--- src/rtl/hr_edge_pkg.sv ---
`timescale 1ns/1ps
package hr_edge_pkg;
    localparam int N_CH     = 2;
    localparam int FRAC_MAX = 3;
    localparam int HALF_W   = 3;
    localparam int SLOT_W   = 2;
    localparam int CTL_W    = 8;
    localparam logic [CTL_W-1:0] CTL_MASK = 8'h07;

    typedef struct packed {
        logic       plus;
        logic [1:0] en;
    } hr_cfg_t;

    typedef struct packed {
        logic              fine;
        logic              lvl_prev;
        logic              lvl_new;
        logic [HALF_W-1:0] edge_pos;
    } edge_desc_t;

    function automatic logic half_level(input edge_desc_t d, input logic [HALF_W-1:0] h);
        return (d.fine && (h < d.edge_pos)) ? d.lvl_prev : d.lvl_new;
    endfunction
endpackage

--- src/rtl/hr_edge_ctl.sv ---
`timescale 1ns/1ps
module hr_edge_ctl
    import hr_edge_pkg::*;
(
    input  logic             clk,
    input  logic             rst,
    input  logic             per_stb,
    input  logic             we,
    input  logic [CTL_W-1:0] wdata,
    output logic [CTL_W-1:0] rdata,
    output hr_cfg_t          cfg_pend,
    output hr_cfg_t          cfg_act
);
    logic [CTL_W-1:0] pend_q;
    hr_cfg_t          act_q;

    always_ff @(posedge clk) begin
        if (rst) begin
            pend_q <= '0;
            act_q  <= '0;
        end else begin
            if (we)
                pend_q <= wdata & CTL_MASK;
            if (per_stb)
                act_q <= hr_cfg_t'(pend_q[2:0]);
        end
    end

    assign rdata    = pend_q;
    assign cfg_pend = hr_cfg_t'(pend_q[2:0]);
    assign cfg_act  = act_q;
endmodule

--- src/rtl/hr_edge_slot.sv ---
`timescale 1ns/1ps
module hr_edge_slot
    import hr_edge_pkg::*;
(
    input  logic              clk,
    input  logic              rst,
    input  logic              per_stb,
    output logic [SLOT_W-1:0] slot_q,
    output logic [SLOT_W-1:0] slot_nx
);
    always_comb slot_nx = per_stb ? '0 : SLOT_W'(slot_q + 1'b1);

    always_ff @(posedge clk) begin
        if (rst) slot_q <= '0;
        else     slot_q <= slot_nx;
    end
endmodule

--- src/rtl/hr_edge_lane.sv ---
`timescale 1ns/1ps
module hr_edge_lane
    import hr_edge_pkg::*;
#(
    parameter int CNT_W = 16
) (
    input  logic                      clk,
    input  logic                      rst,
    input  logic                      per_stb,
    input  logic [SLOT_W-1:0]         slot_q,
    input  logic [SLOT_W-1:0]         slot_nx,
    input  logic                      plus,
    input  logic                      ch_en,
    input  logic [CNT_W-1:0]          cnt,
    input  logic [CNT_W+FRAC_MAX-1:0] cmp,
    input  logic                      req,
    output logic                      pos_lvl,
    output logic                      wave
);
    localparam int CMP_W = CNT_W + FRAC_MAX;
    localparam int INT_W = CNT_W + 1;

    logic [INT_W-1:0]  int_part;
    logic [INT_W-1:0]  cnt_x;
    logic [HALF_W-1:0] pos;
    edge_desc_t        cap, desc_q, desc_nx;
    logic              pos_q, neg_q;

    // integer part and edge position depend on the resolution mode
    always_comb begin
        if (plus) begin
            int_part = {1'b0, cmp[CMP_W-1:3]};
            pos      = cmp[2:0];
        end else begin
            int_part = cmp[CMP_W-1:2];
            pos      = {cmp[1:0], 1'b0};
        end
        cnt_x = {1'b0, cnt};
    end

    always_comb begin
        cap.fine     = ch_en && (int_part != '0) && (int_part == cnt_x);
        cap.lvl_prev = desc_q.lvl_new;
        cap.lvl_new  = req;
        cap.edge_pos = pos;
        desc_nx      = per_stb ? cap : desc_q;
    end

    always_ff @(posedge clk) begin
        if (rst) begin
            desc_q <= '0;
            pos_q  <= 1'b0;
        end else begin
            desc_q <= desc_nx;
            pos_q  <= half_level(desc_nx, {slot_nx, 1'b0});
        end
    end

    always_ff @(negedge clk) begin
        if (rst) neg_q <= 1'b0;
        else     neg_q <= half_level(desc_q, {slot_q, 1'b1});
    end

    // high phase carries the even half-slot, low phase the odd one
    assign wave    = clk ? pos_q : neg_q;
    assign pos_lvl = pos_q;
endmodule

--- src/rtl/hr_edge_ext.sv ---
`timescale 1ns/1ps
module hr_edge_ext
    import hr_edge_pkg::*;
#(
    parameter int CNT_W = 16
) (
    input  logic                             clk4,
    input  logic                             rst,
    input  logic                             per_stb,
    input  logic                             ctl_we,
    input  logic [7:0]                       ctl_wdata,
    output logic [7:0]                       ctl_rdata,
    input  logic [2*CNT_W-1:0]               tmr_cnt,
    input  logic [2*(CNT_W+3)-1:0]           tmr_cmp,
    input  logic [1:0]                       wave_req,
    output logic [1:0]                       wave_out,
    output logic                             hr_active
);
    localparam int CMP_W = CNT_W + FRAC_MAX;

    hr_cfg_t           cfg_pend, cfg_act;
    logic [SLOT_W-1:0] slot_q, slot_nx;
    logic [N_CH-1:0]   pos_lvl;
    logic [N_CH-1:0]   act_en;

    hr_edge_ctl u_ctl (
        .clk      (clk4),
        .rst      (rst),
        .per_stb  (per_stb),
        .we       (ctl_we),
        .wdata    (ctl_wdata),
        .rdata    (ctl_rdata),
        .cfg_pend (cfg_pend),
        .cfg_act  (cfg_act)
    );

    hr_edge_slot u_slot (
        .clk     (clk4),
        .rst     (rst),
        .per_stb (per_stb),
        .slot_q  (slot_q),
        .slot_nx (slot_nx)
    );

    for (genvar i = 0; i < N_CH; i++) begin : g_lane
        hr_edge_lane #(.CNT_W(CNT_W)) u_lane (
            .clk     (clk4),
            .rst     (rst),
            .per_stb (per_stb),
            .slot_q  (slot_q),
            .slot_nx (slot_nx),
            .plus    (cfg_pend.plus),
            .ch_en   (cfg_pend.en[i]),
            .cnt     (tmr_cnt[i*CNT_W +: CNT_W]),
            .cmp     (tmr_cmp[i*CMP_W +: CMP_W]),
            .req     (wave_req[i]),
            .pos_lvl (pos_lvl[i]),
            .wave    (wave_out[i])
        );
    end

    assign act_en    = cfg_act.en;
    assign hr_active = |cfg_act.en;
endmodule

--- config.mk ---
export PLATFORM = sky130hd
export DESIGN_NAME = hr_edge_ext
export DESIGN_NICKNAME = d
export VERILOG_FILES = /design/src/rtl/hr_edge_pkg.sv /design/src/rtl/hr_edge_ctl.sv /design/src/rtl/hr_edge_slot.sv /design/src/rtl/hr_edge_lane.sv /design/src/rtl/hr_edge_ext.sv
export SDC_FILE = /design/constraint.sdc
export NUM_CORES = 1
export LEC_CHECK = 0
export CAP_MARGIN = 5
export CORE_MARGIN = 2
export CORE_UTILIZATION = 59
export DETAILED_ROUTE_END_ITERATION = 6
export DONT_BUFFER_PORTS = 1
export HOLD_SLACK_MARGIN = 0.1
export PLACE_DENSITY = 0.82
export SKIP_LAST_GASP = 1
export SLEW_MARGIN = 20
export SYNTH_ARGS = -nofsm -noshare
export SYNTH_HDL_FRONTEND = slang
export SYNTH_SLANG_ARGS = --single-unit
--- constraint.sdc ---
create_clock -name clk4 -period 3.5 [get_ports clk4]
set_clock_uncertainty 0.1 [all_clocks]
set_input_delay 0.7 -clock clk4 [delete_from_list [all_inputs] [get_ports clk4]]
set_output_delay 0.7 -clock clk4 [all_outputs]
set_load 0.005 [all_outputs]
# Yosys cells after proc, flatten, opt, wreduce, memory -nomap -nowiden
# Index checks and enable logic that the tools add are counted.
dict set report totals {
  mem_bits_ro 0
  ramBits 0
  memories 0
  ff_bits 23
  latchBits 0
  output_inout_bits 11
}
dict set report classes {
  magnitude_cmp 4
  div_mod_pow 0
  add_sub_neg 1
  shifts 0
  eq_ne 2
  reduce_logical 11
  mux 13
  n_mul 0
  n_bitwise 0
}
# cell n
set op_table {}
lappend op_table {{$eq 17x16->1} 2}
lappend op_table {{$mux 17} 2}
lappend op_table {{$reduce_bool 17->1} 2}
lappend op_table {{$lt 3x3->1} 4}
lappend op_table {{$mux 6} 2}
lappend op_table {{$logic_and 1x1->1} 8}
lappend op_table {{$mux 1} 6}
lappend op_table {{$mux 3} 2}
lappend op_table {{$add 2x1->2 const B} 1}
lappend op_table {{$mux 2} 1}
lappend op_table {{$reduce_or 2->1} 1}

# Longest topological paths before layout
dict set report depth {
  ltp_word 8
  depth_mapped 13
  depth_no_buf 10
}

# By module
# From an unflattened synthesis, not the netlist that was laid out.
dict set report unflattened {
  cells_unflattened 241
  hier_area_um2 2093.3
}
# module n_inst cells_each area_per_inst_um2 seq_area_each_um2
set by_module_without_submodules {}
lappend by_module_without_submodules {hr_edge_lane 2 103 874.6 160.2}
lappend by_module_without_submodules {hr_edge_ctl 1 27 266.5 120.1}
lappend by_module_without_submodules {hr_edge_slot 1 7 71.3 40.0}
lappend by_module_without_submodules {hr_edge_ext 1 1 6.3 0.0}

==> qor_table.md <==
| Stage | Item | Reported |
|:---|:---|:---|
| outcome | Result of the run | complete, but fails checks |
| outcome | Failing checks | setup timing |
| hold path | Worst Hold Path Cells | 1 |
| worst setup path | Worst setup path startpoint | g_lane[1].u_lane.neg_q |
| worst setup path | Largest fanout on the critical path | 1 |
| die | Die width | 63.5 µm |
| routing | Highest routed layer | met4 |
| die | Core region area | 0.00336 mm² |
| finish | Top library cells by usage in the layout, fill and taps aside | sky130_fd_sc_hd__mux2i_1, sky130_fd_sc_hd__nor2_1, sky130_fd_sc_hd__xor2_1 |
| cts | Clock latency reported for the late side of the worst-skew pair | 0.42 ns |
| sta | Number of hold violations in the final report | 0 |
| worst setup path | Type of destination of the critical path | output port |
| worst setup path | CP max-delay cell | sky130_fd_sc_hd__dfxtp_1 |
| worst setup path | Max stage delay on crit path | 0.29 ns |
| synth | Gate count of the mapped netlist | 252 |
| worst setup path | Reg2reg start | g_lane[0].u_lane.desc_q[2] |
| sta | Worst relative slew slack | 57.7% |
| global route | Overflow left after global routing | 0 |
| hold path | Hold Crit Start | rst |
| finish | Most common cell after layout, fill and taps aside | sky130_fd_sc_hd__mux2i_1 |
| cts | Worst-path clk slew | 0.12 ns |
| synth | Most used DFF post-synth | sky130_fd_sc_hd__dfxtp_1 |
| sta | PnR worst setup slack | -0.0784 ns |
| routing | First-iteration detailed-routing DRC count | 62 |
| worst setup path | Setup slack on the worst flop-to-flop path | 0.50 ns |
| routing | Routed met3 length | 277 µm |
| global route | Vias in the first global route | 1,725 |
| routing | DRC Markers | 0 |
| worst setup path | Crit-path cells | mux2_2 |
| placement | Number of input and output port buffers inserted | 0 |
| routing | Metal-1 WL | 1.83 mm |
| global route | Overall fraction of global-route tracks in use | 22.2% |
| power and ir drop | Static power due to leakage | 0.000783 µW |
| global route | Wire length of the first global-routing pass | 7.10 mm |
| routing | Number of vias after detailed routing | 1,728 |
| routing | Number of detailed-routing iterations run before antenna repair | 4 |
| cts | Count of buffers added by post-CTS timing repair for setup | 0 |
| sta | Worst Hold Margin | 0.223 ns |
| routing | Routed met2 length | 2.01 mm |
| finish | Final core utilization | 62.6% |
| worst setup path | WS Path Type | flip-flop to output port |
| hold path | Worst min-delay path category | input pin to flip-flop |
| cts | Clock tree from TritonCTS | built |
| finish | Number of diodes | 0 |
| global route | Initial antenna violation count | 0 |
| sta | Measured slew at the worst slew-check pin | 0.627 ns |
| placement | Post-detail-place hpwl | 3.47 mm |
| worst setup path | CP Buf/Inv Count | 0 |
| power and ir drop | Worst VDD drop | 0.131 mV |
| synth | Post-synthesis async set-or-reset flop share | 0% |
| worst setup path | Worst-case reg-to-reg path depth | 6 |
| cts | # hold bufs at CTS | 0 |
| synth | Synth warnings | 0 |
| worst setup path | Startpoint class of the critical path | flip-flop |
| routing | Final wirelength | 4.18 mm |
| synth | Number of synthesized register bits | 23 |
| run | # Max-Cap Violations | 0 |
| die | Die Footprint | 0.00403 mm² |
| synth | EDFF count, synth | 0 |
| cts | Number of resized instances in the post-cts repair step | 0 |
| finish | Area Growth Syn to Fin | 0.959% |
| routing | Post-DR wirelength/cell | 14.1 µm |
| synth | Share of synthesized area occupied by flip-flops and latches | 22.1% |
| sta | Unrepaired setup endpoints after global routing | true |
| global route | Maximum number of pins on one net before global-route repair | 24 |
| die | Initial Utilization | 62.1% |
| routing | Residual antenna-violating net count after detailed routing | 0 |
| die | Overall die height | 63.5 µm |
| synth | Avg Cell Area, Syn | 8.28 µm² |
| sta | Final slew viol count | 0 |
| synth | Cell area after synthesis | 0.00209 mm² |
| sta | Final Setup Violations | 2 |
| finish | # nets final | 341 |
| die | I/O pin count | 95 |
| worst setup path | Top cell family by delay on the critical path | flip-flops |
| hold path | Hold path endpoint | u_ctl.rdata[2] |
| worst setup path | Capturing point of the worst reg2reg path | g_lane[0].u_lane.neg_q |
| power and ir drop | Overall power of the completed layout | 637 µW |
| synth | Synth cell types | 40 |
| die | Total number of placement rows | 21 |
| routing | Via density per instance | 5.84 |
| worst setup path | Critical path required time | 2.70 ns |
| finish | Share of final-layout standard cells stronger than drive strength 1 | 8.40% |
| worst setup path | Arrival time of data at the critical path endpoint | 2.78 ns |
| placement | Routability Congestion | 0.874 |
| power and ir drop | Power Dens Cells | 302 mW/mm² |
==> sequential cells by signal, indices dropped and copies added (netlist names) <==
register,flops
g_lane.u_lane.pos_lvl,2
u_ctl.rdata,3
u_slot.slot_q,2
g_lane.u_lane.neg_q,2
g_lane.u_lane.desc_q,10
u_ctl.cfg_act,2
g_lane.u_lane.cap,2
==> cell usage after synthesis, types with 6 or more instances <==
cell type	n	share of area, %
sky130_fd_sc_hd__buf_4	10	3.6
sky130_fd_sc_hd__a21oi_1	19	4.6
sky130_fd_sc_hd__xor2_1	25	10
sky130_fd_sc_hd__xnor2_1	21	8.8
sky130_fd_sc_hd__mux2i_1	31	15
sky130_fd_sc_hd__inv_1	9	1.6
sky130_fd_sc_hd__ha_1	6	3.6
sky130_fd_sc_hd__nor2_1	25	4.5
sky130_fd_sc_hd__nor4_1	6	1.8
sky130_fd_sc_hd__nand4_1	7	2.1
sky130_fd_sc_hd__nor3_1	8	1.9
sky130_fd_sc_hd__dfxtp_1	23	22
sky130_fd_sc_hd__nand3_1	7	1.7
sky130_fd_sc_hd__nand2_1	14	2.5
==> final cells by class <==
cell class | instances | area [µm²]
Multi-Input combinational cell | 205 | 1460
Fill cell | 313 | 1260
Sequential cell | 23 | 462
Tap cell | 46 | 57.6
Clock buffer | 7 | 52.6
Timing Repair Buffer | 4 | 30.0
Inverter | 8 | 30.0
Clock inverter | 3 | 11.3
==> what timing repair did <==
| action | CTS | global route |
|---|---|---|
| hold endpoints to repair | 0 | 0 |
| setup endpoints to repair | 2 | 2 |
| cloned | 0 | 0 |
==> metal layers <==
layer / up-vias / GRT usage, %
li1: 869 / -
met1: 781 / 25.7
met2: 69 / 37.5
met3: 9 / 6.43
met4: 0 / 10.3
met5: - / 0
==> worst max path at each step <==
stage,cells past startpoint,endpoint
global route,1,wave_out[1]
CTS,1,wave_out[1]
floorplan,2,wave_out[0]
finish,1,wave_out[1]
detailed placement,1,wave_out[1]
global placement,1,wave_out[1]
==> worst register-to-register path: cells and delay by family, from the launching register on <==
| family | cells | cell delay, ns |
|---|---|---|
| compound gates | 1 | 0.07 |
| fa+ha+maj | 1 | 0.26 |
| buf+inv | 1 | 0.05 |
| flops | 1 | 0.36 |
| mux | 1 | 0.20 |
| simple gates | 2 | 0.16 |
==> through the flow <==
| stage | worst slack [ns] | instance area [µm²] | instances | TNS [ns] |
|---|---|---|---|---|
| 5_1_grt | -0.135 | 2110 | 296 | -0.261 |
| 2_1_floorplan | 0.307 | 2100 | 256 | 0 |
| 3_5_place_dp | 0.418 | 2050 | 287 | 0 |
| 4_1_cts | -0.0921 | 2110 | 296 | -0.181 |
| 6_report | -0.0784 | 2110 | 296 | -0.155 |
| 3_3_place_gp | 0.420 | 2050 | 287 | 0 |
==> power breakdown <==
group	switching, µW	internal (µW)
Combinational	68.3	76.5
Clock	104	107
Sequential	7.66	273
Total	180	457
==> kinds of logic after synthesis <==
logic type,share of synthesized area (%)
AO/OA/AOI/OAI,10.1
adder cells (fa/ha/maj),3.60
multiplexers,18.1
flip-flops,22.1
AND/OR/NAND/NOR,18.2
other,0.180
XOR/XNOR,19.3
buffers and inverters,8.51
(Power assumes the default switching activity.)
